==> config.mk <==
export PLATFORM = sky130hd
export DESIGN_NAME = lt_timer
export DESIGN_NICKNAME = d
export VERILOG_FILES = /design/src/rtl/lt_pkg.sv /design/src/rtl/lt_prescaler.sv /design/src/rtl/lt_counter.sv /design/src/rtl/lt_regs.sv /design/src/rtl/lt_timer.sv
export SDC_FILE = /design/constraint.sdc
export NUM_CORES = 1
export LEC_CHECK = 0
export ABC_AREA = 1
export BUFFER_PORTS_ARGS = -buffer_cell sky130_fd_sc_hd__buf_2
export CORE_ASPECT_RATIO = 0.6
export CORE_UTILIZATION = 45
export CTS_CLUSTER_DIAMETER = 60
export DETAILED_ROUTE_END_ITERATION = 10
export PLACE_DENSITY = 0.63
export SETUP_SLACK_MARGIN = 0.5
export SLEW_MARGIN = 20
export SYNTH_ARGS = -nofsm -noshare
export SYNTH_HDL_FRONTEND = slang
export SYNTH_SLANG_ARGS = --single-unit
==> constraint.sdc <==
create_clock -name clk -period 2.2 [get_ports clk]
set_clock_uncertainty 0.05 [all_clocks]
set_input_delay 0.44 -clock clk [delete_from_list [all_inputs] [get_ports clk]]
set_output_delay 0.44 -clock clk [all_outputs]
set_load 0.05 [all_outputs]
==> src/rtl/lt_pkg.sv <==
package lt_pkg;

    localparam int CNT_W   = 32;
    localparam int VEC_W   = 8;
    localparam int SHIFT_W = 3;
    localparam int PRESC_W = (1 << SHIFT_W) - 1;
    localparam int ADDR_W  = 2;
    localparam int MASK_BIT = 16;
    localparam int PER_BIT  = 17;

    typedef enum logic [ADDR_W-1:0] {
        REG_START = 2'd0,
        REG_DIV   = 2'd1,
        REG_ENTRY = 2'd2,
        REG_CUR   = 2'd3
    } lt_addr_e;

    typedef struct packed {
        logic             mask;
        logic             periodic;
        logic [VEC_W-1:0] vector;
    } lt_entry_t;

    localparam lt_entry_t ENTRY_RESET = '{mask: 1'b1, periodic: 1'b0, vector: '0};

    function automatic logic [PRESC_W-1:0] shift_mask(input logic [SHIFT_W-1:0] s);
        logic [PRESC_W-1:0] ones;
        ones = '1;
        return ~(ones << s);
    endfunction

    function automatic lt_entry_t entry_from_word(input logic [CNT_W-1:0] w);
        lt_entry_t e;
        e.mask     = w[MASK_BIT];
        e.periodic = w[PER_BIT];
        e.vector   = w[VEC_W-1:0];
        return e;
    endfunction

    function automatic logic [CNT_W-1:0] entry_to_word(input lt_entry_t e);
        logic [CNT_W-1:0] w;
        w = '0;
        w[MASK_BIT]    = e.mask;
        w[PER_BIT]     = e.periodic;
        w[VEC_W-1:0]   = e.vector;
        return w;
    endfunction

endpackage

==> src/rtl/lt_prescaler.sv <==
module lt_prescaler
    import lt_pkg::*;
(
    input  logic               clk,
    input  logic               rst,
    input  logic               restart,
    input  logic [SHIFT_W-1:0] shift,
    output logic               tick
);

    logic [PRESC_W-1:0] phase_q;
    logic [PRESC_W-1:0] sel_mask;

    assign sel_mask = shift_mask(shift);
    assign tick     = ((phase_q & sel_mask) == sel_mask);

    always_ff @(posedge clk) begin
        if (rst || restart) begin
            phase_q <= '0;
        end else begin
            phase_q <= phase_q + 1'b1;
        end
    end

    // With a divide above one, two ticks in a row can only come from a change to divide-by-one.
    assert_tick_spacing_R3: assert property (@(posedge clk) disable iff (rst)
        (tick && shift != '0 && !restart) |=> (!tick || shift == '0));

endmodule

==> src/rtl/lt_counter.sv <==
module lt_counter
    import lt_pkg::*;
(
    input  logic             clk,
    input  logic             rst,
    input  logic             load,
    input  logic             load_nonzero,
    input  logic             tick,
    input  logic             periodic,
    input  logic [CNT_W-1:0] start_cnt,
    output logic             expire,
    output logic [CNT_W-1:0] cur_count
);

    logic [CNT_W-1:0] elapsed_q;
    logic             running_q;

    assign expire    = running_q && tick && !load && (elapsed_q == start_cnt);
    assign cur_count = running_q ? (start_cnt - elapsed_q) : '0;

    always_ff @(posedge clk) begin
        if (rst) begin
            elapsed_q <= '0;
            running_q <= 1'b0;
        end else if (load) begin
            elapsed_q <= '0;
            running_q <= load_nonzero;
        end else if (running_q && tick) begin
            if (elapsed_q == start_cnt) begin
                elapsed_q <= '0;
                running_q <= periodic;
            end else begin
                elapsed_q <= elapsed_q + 1'b1;
            end
        end
    end

    assert_elapsed_bound_R10: assert property (@(posedge clk) disable iff (rst)
        running_q |-> (elapsed_q <= start_cnt));

    assert_oneshot_stops_R4: assert property (@(posedge clk) disable iff (rst)
        (expire && !periodic) |=> !running_q);

    assert_zero_start_idle_R6: assert property (@(posedge clk) disable iff (rst)
        (start_cnt == '0) |-> !expire);

endmodule

==> src/rtl/lt_regs.sv <==
module lt_regs
    import lt_pkg::*;
(
    input  logic               clk,
    input  logic               rst,
    input  logic               wr_en,
    input  logic [ADDR_W-1:0]  wr_addr,
    input  logic [CNT_W-1:0]   wr_data,
    input  logic [ADDR_W-1:0]  rd_addr,
    input  logic [CNT_W-1:0]   cur_count,
    output logic [CNT_W-1:0]   start_cnt,
    output logic [SHIFT_W-1:0] shift,
    output lt_entry_t          entry,
    output logic               load,
    output logic [CNT_W-1:0]   rd_data
);

    lt_addr_e wsel;
    lt_addr_e rsel;

    assign wsel = lt_addr_e'(wr_addr);
    assign rsel = lt_addr_e'(rd_addr);
    assign load = wr_en && (wsel == REG_START);

    always_ff @(posedge clk) begin
        if (rst) begin
            start_cnt <= '0;
            shift     <= '0;
            entry     <= ENTRY_RESET;
        end else if (wr_en) begin
            case (wsel)
                REG_START: start_cnt <= wr_data;
                REG_DIV:   shift     <= wr_data[SHIFT_W-1:0];
                REG_ENTRY: entry     <= entry_from_word(wr_data);
                default:   ;
            endcase
        end
    end

    always_comb begin
        case (rsel)
            REG_START: rd_data = start_cnt;
            REG_DIV:   rd_data = {{(CNT_W-SHIFT_W){1'b0}}, shift};
            REG_ENTRY: rd_data = entry_to_word(entry);
            default:   rd_data = cur_count;
        endcase
    end

    assert_reset_masked_R1: assert property (@(posedge clk) disable iff (rst)
        $past(rst) |-> (entry.mask && start_cnt == '0 && shift == '0));

endmodule

==> src/rtl/lt_timer.sv <==
module lt_timer
    import lt_pkg::*;
(
    input  logic              clk,
    input  logic              rst,
    input  logic              wr_en,
    input  logic [ADDR_W-1:0] wr_addr,
    input  logic [CNT_W-1:0]  wr_data,
    input  logic [ADDR_W-1:0] rd_addr,
    output logic [CNT_W-1:0]  rd_data,
    output logic              irq_pulse,
    output logic [VEC_W-1:0]  irq_vector
);

    logic [CNT_W-1:0]   start_cnt;
    logic [SHIFT_W-1:0] shift;
    lt_entry_t          entry;
    logic               load;
    logic               tick;
    logic               expire;
    logic [CNT_W-1:0]   cur_count;

    lt_regs u_regs (
        .clk       (clk),
        .rst       (rst),
        .wr_en     (wr_en),
        .wr_addr   (wr_addr),
        .wr_data   (wr_data),
        .rd_addr   (rd_addr),
        .cur_count (cur_count),
        .start_cnt (start_cnt),
        .shift     (shift),
        .entry     (entry),
        .load      (load),
        .rd_data   (rd_data)
    );

    lt_prescaler u_presc (
        .clk     (clk),
        .rst     (rst),
        .restart (load),
        .shift   (shift),
        .tick    (tick)
    );

    lt_counter u_cnt (
        .clk          (clk),
        .rst          (rst),
        .load         (load),
        .load_nonzero (wr_data != '0),
        .tick         (tick),
        .periodic     (entry.periodic),
        .start_cnt    (start_cnt),
        .expire       (expire),
        .cur_count    (cur_count)
    );

    always_ff @(posedge clk) begin
        if (rst) begin
            irq_pulse  <= 1'b0;
            irq_vector <= '0;
        end else if (expire && !entry.mask) begin
            irq_pulse  <= 1'b1;
            irq_vector <= entry.vector;
        end else begin
            irq_pulse  <= 1'b0;
            irq_vector <= '0;
        end
    end

    assert_pulse_single_R8: assert property (@(posedge clk) disable iff (rst)
        irq_pulse |=> !irq_pulse);

    assert_pulse_vector_R8: assert property (@(posedge clk) disable iff (rst)
        irq_pulse |-> (irq_vector == $past(entry.vector)));

    assert_masked_silent_R7: assert property (@(posedge clk) disable iff (rst)
        irq_pulse |-> !$past(entry.mask));

endmodule

==> results of run 1 <==
[power groups by stage]
| stage | Combinational (µW) | Sequential [µW] | Clock, µW |
|---|---|---|---|
| floorplan | 1140 | 1830 | 0 |
| global placement | 1760 | 1840 | 0 |
| detailed placement | 1770 | 1840 | 0 |
| CTS | 1970 | 1800 | 1650 |
| global route | 2480 | 1800 | 1690 |
| finish | 2310 | 1800 | 1620 |
[tightest hold or removal path: stages]
cell	delay [ps]
buf_2	90
nor2_1	40
nor2_1	80
[registers in the layout, summed over array words and instances (netlist names)]
| register | cells |
|---|---|
| irq_pulse | 1 |
| irq_vector | 8 |
| u_cnt.elapsed_q | 32 |
| u_cnt.running_q | 1 |
| u_presc.phase_q | 7 |
| u_regs.entry | 10 |
| u_regs.shift | 3 |
| u_regs.start_cnt | 32 |
[through the flow]
stage               utilization  TNS, ps  setup slack [ps]
CTS                       0.710   -14800              -543
detailed placement        0.641    -5970              -398
global route              0.750   -26160              -730
floorplan                     -    -65.4             -65.4
finish                    0.750   -19980              -594
global placement          0.641    -5390              -465
[per-layer routing]
metal,part of all wire,routed length (µm)
met2,0.40,11400
met3,0.092,2630
met4,0.011,318
met5,0,0
met1,0.50,14200
[placed cells by master (no fill, tap or decap), types with 15 or more instances in the layout]
cell type / count
nand2_2: 80
nor2_2: 27
o21ai_0: 52
inv_1: 142
nor2_4: 22
buf_8: 19
nand4_1: 15
dfxtp_1: 64
buf_2: 47
nand3_1: 42
a21oi_2: 22
ha_4: 32
a21oi_1: 37
nand2_4: 33
nor2_1: 149
nand3_2: 25
buf_6: 36
nand2_1: 278
buf_4: 179
dfxtp_2: 28
inv_2: 29
[repair_timing]
item,in CTS,in global routing
gates cloned,4,0
endpoints found under the setup margin,74,74
pin swaps,47,83
setup buffers,13,23
resized for setup,191,124
[final timing paths]
path                         end  slack (ps)  depth (start not counted)
max                  rd_data[22]        -590                         14
min reg2reg        irq_vector[1]         420                          2
min          u_regs.start_cnt[8]         280                          3
max reg2reg        irq_vector[2]        -220                         17
[cell usage after synthesis (all sizes together)]
library cell,instances
a21o,2
a21oi,61
and2,1
and3,1
buf,6
clkbuf,16
clkinv,4
dfxtp,94
fa,1
ha,34
inv,186
nand2,391
nand3,77
nand3b,4
nand4,15
nor2,197
nor3,19
nor3b,2
nor4,6
o2111ai,1
o211ai,1
o21ai,69
o21bai,3
o221ai,5
or2,2
xnor2,9
xor2,4
[cells by family (layout without fill, tap and decap cells)]
logic type,after synthesis,in the layout
buffers and inverters,212,493
and+or+nand+nor,715,719
xor gates and xnor gates,13,13
adders and majority gates,35,35
DFF,94,94
AOI/OAI and AO/OA,142,142
[cell type report]
class / count / area, µm²
Multi-Input combinational cell: 909 / 5980
Fill cell: 1192 / 3860
Timing Repair Buffer: 287 / 2390
Sequential cell: 94 / 1920
Inverter: 190 / 756
Tap cell: 203 / 254
Clock buffer: 9 / 225
Clock inverter: 7 / 72.6
==> summary.md, run 1 <==
| Metric | Value |
|---|---|
| Status | complete, but fails checks |
| Violated checks | negative setup slack |
| CP Launch Type | flop |
| Io pins | 80 |
| Yosys reg bits | 94 |
| Final Max Tran Viols | 0 |
| RSZ-0062 raised after global routing | true |
| Met2 Track Usage GR | 0.482 |
| Largest net degree at the start of global routing | 42 |
| Critical Path Most Common Cell | nand2_1 |
| DRC viols | 0 |
| Cell accounting for the most synthesized area | dfxtp_1 |
| Initial DRC Count | 769 |
| Switching Fraction | 0.385 |
| Detailed Place HPWL | 21000 µm |
| Critical Path Max Stage Delay | between 300 and 400 ps |
| Xor-xnor portion of the synthesized cell area | 0.0159 |
| RR Startpoint | u_cnt.elapsed_q[4] |
| CP Cell Sequence | inv_4 -> ha_4 -> buf_4 -> nand2_2 -> nor2_2 -> nand2_1 -> nand3_2 -> nand2_1 -> nand2_2 -> nand2_1 -> nand3_1 -> nand3_2 -> nand2_4 -> buf_8 |
| Skew-Pair Late Insertion Delay | 350 ps |
| Vias/cell | 5.13 |
| Crit path DAT | 2300 ps |
| Clock Path Buffers | 2 |
| Clock sinks | 94 |
| Most used routing layer | met1 |
| Worst path buffer plus inverter count | 3 |
| Family with the most delay on the worst path | simple AND/OR/NAND/NOR gates |
| Initial Utilization | 0.463 |
| Synth cell types | 42 |
| Die H | 99.7 µm |
| Post-synthesis mux area share | 0 |
| Root buffer cell | clkbuf_16 |
| Pint | ~3500 µW |
| Compound-gate portion of the synthesized area | 0.105 |
| P_leak | 0.00538 µW |
| Crit Path Max Fanout | 5 |
| Routed via count | 8718 |
| PwrDens | approximately 500 nW/µm² |
| GRT met1 Usage | 0.532 |
| Drt total wl | approximately 29000 µm |
| Cts hold-fix bufs | 0 |
| CTS buffer count | 9 |
| TritonCTS clock tree | built |
| Final period util | 1.27 |
| Seq/Total Area, Yosys | 0.263 |
| Simple-Gate Fraction of Synth Area | 0.438 |
| Routed len/inst | about 17 µm |
| Comb pwr share | 0.403 |
| Final Cell Area | 11600 µm² |
| Nets@finish | about 1600 |
| Slew of the pin with the lowest slew margin | 569 ps |
| Tmin final | about 2800 ps |
| Crit-path slowest cell | dfxtp_2 |
| Yosys top cell area share | 0.263 |
| Critical path origin | u_cnt.elapsed_q[2] |
| DIE AREA | 16400 µm² |
| All-Layer GR Usage | 0.344 |
| Cell count after placement | 1643 |
| Sequential share of power | 0.314 |
| Hold Path Class | input port to flop |
| Final cell count without fillers | 1699 |
| Adder-Cell Fraction of Synth Area | 0.0623 |
| Post-Syn Area per Cell | 5.91 µm² |
| Number of port buffers | slightly below 80 |
| Final hold violations | 0 |
| Fin Hold WS | 277 ps |
| CP endpoint kind | primary output |
| Worst vdd ir | slightly above 0.4 mV |
| Area after DPL | 9910 µm² |
| Fraction of layout cells with a size suffix above 1 | 0.445 |
| Placer congestion estimate | 0.992 |
| PnR worst setup slack | -594 ps |
| Final Power | 5730 µW |
| NetSw | about 2200 µW |
| First-pass GRT wire length | 42500 µm |
| Final setup vio count | 72 |
| Die Width | around 160 µm |
| Max_cap viols | 0 |
| Critical Path RT | ~1700 ps |
| Hold Path Origin | wr_data[8] |
| CP Class | flop to primary output |
| Max_slew headroom | 0.620 |
| GR Util met3 | 0.0642 |
| Fmax | 358 MHz |
| Synthesized area | 7150 µm² |
| CTS clk-pin slew, worst paths | 80 ps |
| Initial antenna violation count | 0 |
| Largest family of logic cells by synthesized area | simple AND/OR/NAND/NOR gates |
| Syn Inst Count | 1211 |
| Synth-to-Final Area Change | 62.1% |
| Clock power share | 0.283 |
| Antenna Nets Post-Route | 0 |
| Total gr overflow | 0 |
| N_diodes | 0 |
| Htree depth | 3 |
| Synth Warn # | 0 |
| Core area | 15500 µm² |
| Num rows | 35 |
| Total iterations of the first detailed-routing run | 7 |
| Top post-synthesis cells by area | dfxtp_1 (26%), nand2_1 (19%), inv_1 (9.3%) |
| Number of global-route vias before repair | 7978 |
| Syn Nets | 1285 |
(Power assumes the default switching activity.)
==> inputs of run 2 (changes only) <==
Settings changed: TNS_END_PERCENT from default to 10.
==> run 2 against run 1 <==
Against the previous run:
- the run still ends with negative setup slack left
- highest routed layer unchanged
- die area did not move
- critical endpoint is now rd_data[31]
- critical path type unchanged
- largest power group unchanged
- sequential power barely moved
- critical path depth did not move
- wire length fell by 9.4%
- combinational power fell by 18%
- worst setup slack got worse by 29 ps
==> summary.md, run 2 (synthesized netlist as in run 1, its figures left out) <==
| Metric | Value |
|---|---|
| Max_cap viols | 0 |
| DIE AREA | 16400 µm² |
| Family with the most delay on the worst path | simple AND/OR/NAND/NOR gates |
| Htree depth | 3 |
| Worst path buffer plus inverter count | 3 |
| Critical Path Most Common Cell | nand2_2 |
| CP Class | flop to primary output |
| Total iterations of the first detailed-routing run | 5 |
| Io pins | 80 |
| Crit-path slowest cell | dfxtp_2 |
| Final Max Tran Viols | 0 |
| Number of port buffers | 79 |
| Max_slew headroom | 0.640 |
| PnR worst setup slack | -624 ps |
| Initial DRC Count | around 750 |
| Crit Path Max Fanout | 4 |
| Detailed Place HPWL | 20200 µm |
| Critical Path RT | roughly 1700 ps |
| Crit path DAT | 2330 ps |
| Routed via count | 8472 |
| DRC viols | 0 |
| Antenna Nets Post-Route | 0 |
| PwrDens | a little over 500 nW/µm² |
| Die H | 99.7 µm |
| CP Cell Sequence | clkinvlp_4 -> ha_4 -> nand2_4 -> inv_1 -> a21oi_2 -> nand2_2 -> nand2_2 -> nand2_2 -> nand2_2 -> nand2_1 -> nand2_1 -> nand3_2 -> nand2_2 -> buf_8 |
| Num rows | 35 |
| DP Worst Slack | -345 ps |
| Vias/cell | 5.10 |
| Drt total wl | between 20000 and 30000 µm |
| Final period util | 1.28 |
| Status | complete, but fails checks |
| Clock sinks | 94 |
| Commonest non-fill, non-tap cell in the layout | nand2_1 |
| RSZ-0062 raised after global routing | true |
| CTS clk-pin slew, worst paths | 80 ps |
| Cts hold-fix bufs | 0 |
| Root buffer cell | clkbuf_16 |
| Fmax | 354 MHz |
| Slew of the pin with the lowest slew margin | approximately 540 ps |
| Final hold violations | 0 |
| Synth-to-Final Area Change | 46.7% |
| Fraction of layout cells with a size suffix above 1 | 0.348 |
| Placer congestion estimate | 0.981 |
| Die Width | approximately 160 µm |
| Skew-Pair Late Insertion Delay | about 350 ps |
| CTS buffer count | 9 |
| Violated checks | negative setup slack |
| Routed len/inst | 15.6 µm |
| Area after DPL | 9400 µm² |
| Worst vdd ir | between 0.3 and 0.4 mV |
| N_diodes | 0 |
| Hold Path Class | input port to flop |
| First-pass GRT wire length | 40500 µm |
| Largest net degree at the start of global routing | 42 |
| CP Launch Type | flop |
| Clock Path Buffers | 2 |
| Total negative slack | -15110 ps |
| P_leak | approximately 0.0050 µW |
| Final setup vio count | 34 |
| Total gr overflow | 0 |
| TritonCTS clock tree | built |
| Final Cell Area | 10500 µm² |
| CP endpoint kind | primary output |
| Initial antenna violation count | 0 |
| Number of global-route vias before repair | 7583 |
| Final Power | 5290 µW |
| Tmin final | 2820 ps |
| Critical Path Max Stage Delay | approximately 350 ps |
| Core area | 15500 µm² |
| Most frequent cells in the layout | nand2_1 (318), buf_4 (166), nor2_1 (158), inv_1 (154), dfxtp_1 (83) |
| Largest registers | u_cnt.elapsed_q (32), u_regs.start_cnt (32), u_regs.entry (10) |
| Nets@finish | 1527 |
| Initial Utilization | 0.463 |
| All-Layer GR Usage | 0.324 |
## run 2: layout make-up
class                   count  area, µm²
multi-input cells         905       5320
clock buffers               9        225
flip-flops and latches     94       1900
clock inverters             7       68.8
fillers                  1397       4960
repair buffers            253       2010
well taps                 203        254
inverters                 190        722
## run 2: timing repair
| item | 4_1_cts | 5_1_grt |
|---|---|---|
| resized for setup | 166 | 40 |
| endpoints found under the setup margin | 74 | 74 |
| buffers inserted | 2 | 0 |
| pin swaps | 57 | 34 |
## run 2: worst paths after layout
kind / end / slack (ps) / cells after the start / startpoint
max: rd_data[31] / -620 / 14 / u_cnt.elapsed_q[5]
min: u_regs.start_cnt[8] / 280 / 3 / wr_data[8]
max reg2reg: u_cnt.elapsed_q[6] / -50 / 12 / u_cnt.elapsed_q[5]
min reg2reg: irq_vector[1] / 430 / 2 / u_regs.entry[1]
## run 2: power by group
part	internal, µW	switching (µW)	total [µW]
Clock	799	797	1600
Combinational	772	1120	1890
Sequential	1750	48.7	1800
Total	3320	1970	5290
## run 2: per-stage QoR
stage,util,instances,hold WS (ps)
after CTS,0.670,1661,274
after global routing,0.679,1661,285
after detailed placement,0.608,1643,414
final,0.679,1661,279
after global placement,0.608,1643,407
after floorplan,-,1211,376
## run 2: worst reg2reg max path: cells and delay by family (launching register included)
family,cells,cell delay [ps]
AND/OR/NAND/NOR,8,870
buffers and inverters,3,480
adder cells (fa/ha/maj),1,380
flip-flops,1,350
## run 2: routing by layer
layer / track usage / share of wire / up-vias
met1: 0.518 / 0.51 / 3840
met2: 0.454 / 0.39 / 316
met3: 0.0505 / 0.083 / 18
met4: 0.0423 / 0.0069 / 0
met5: 0 / 0 / -
li1: - / - / 4298
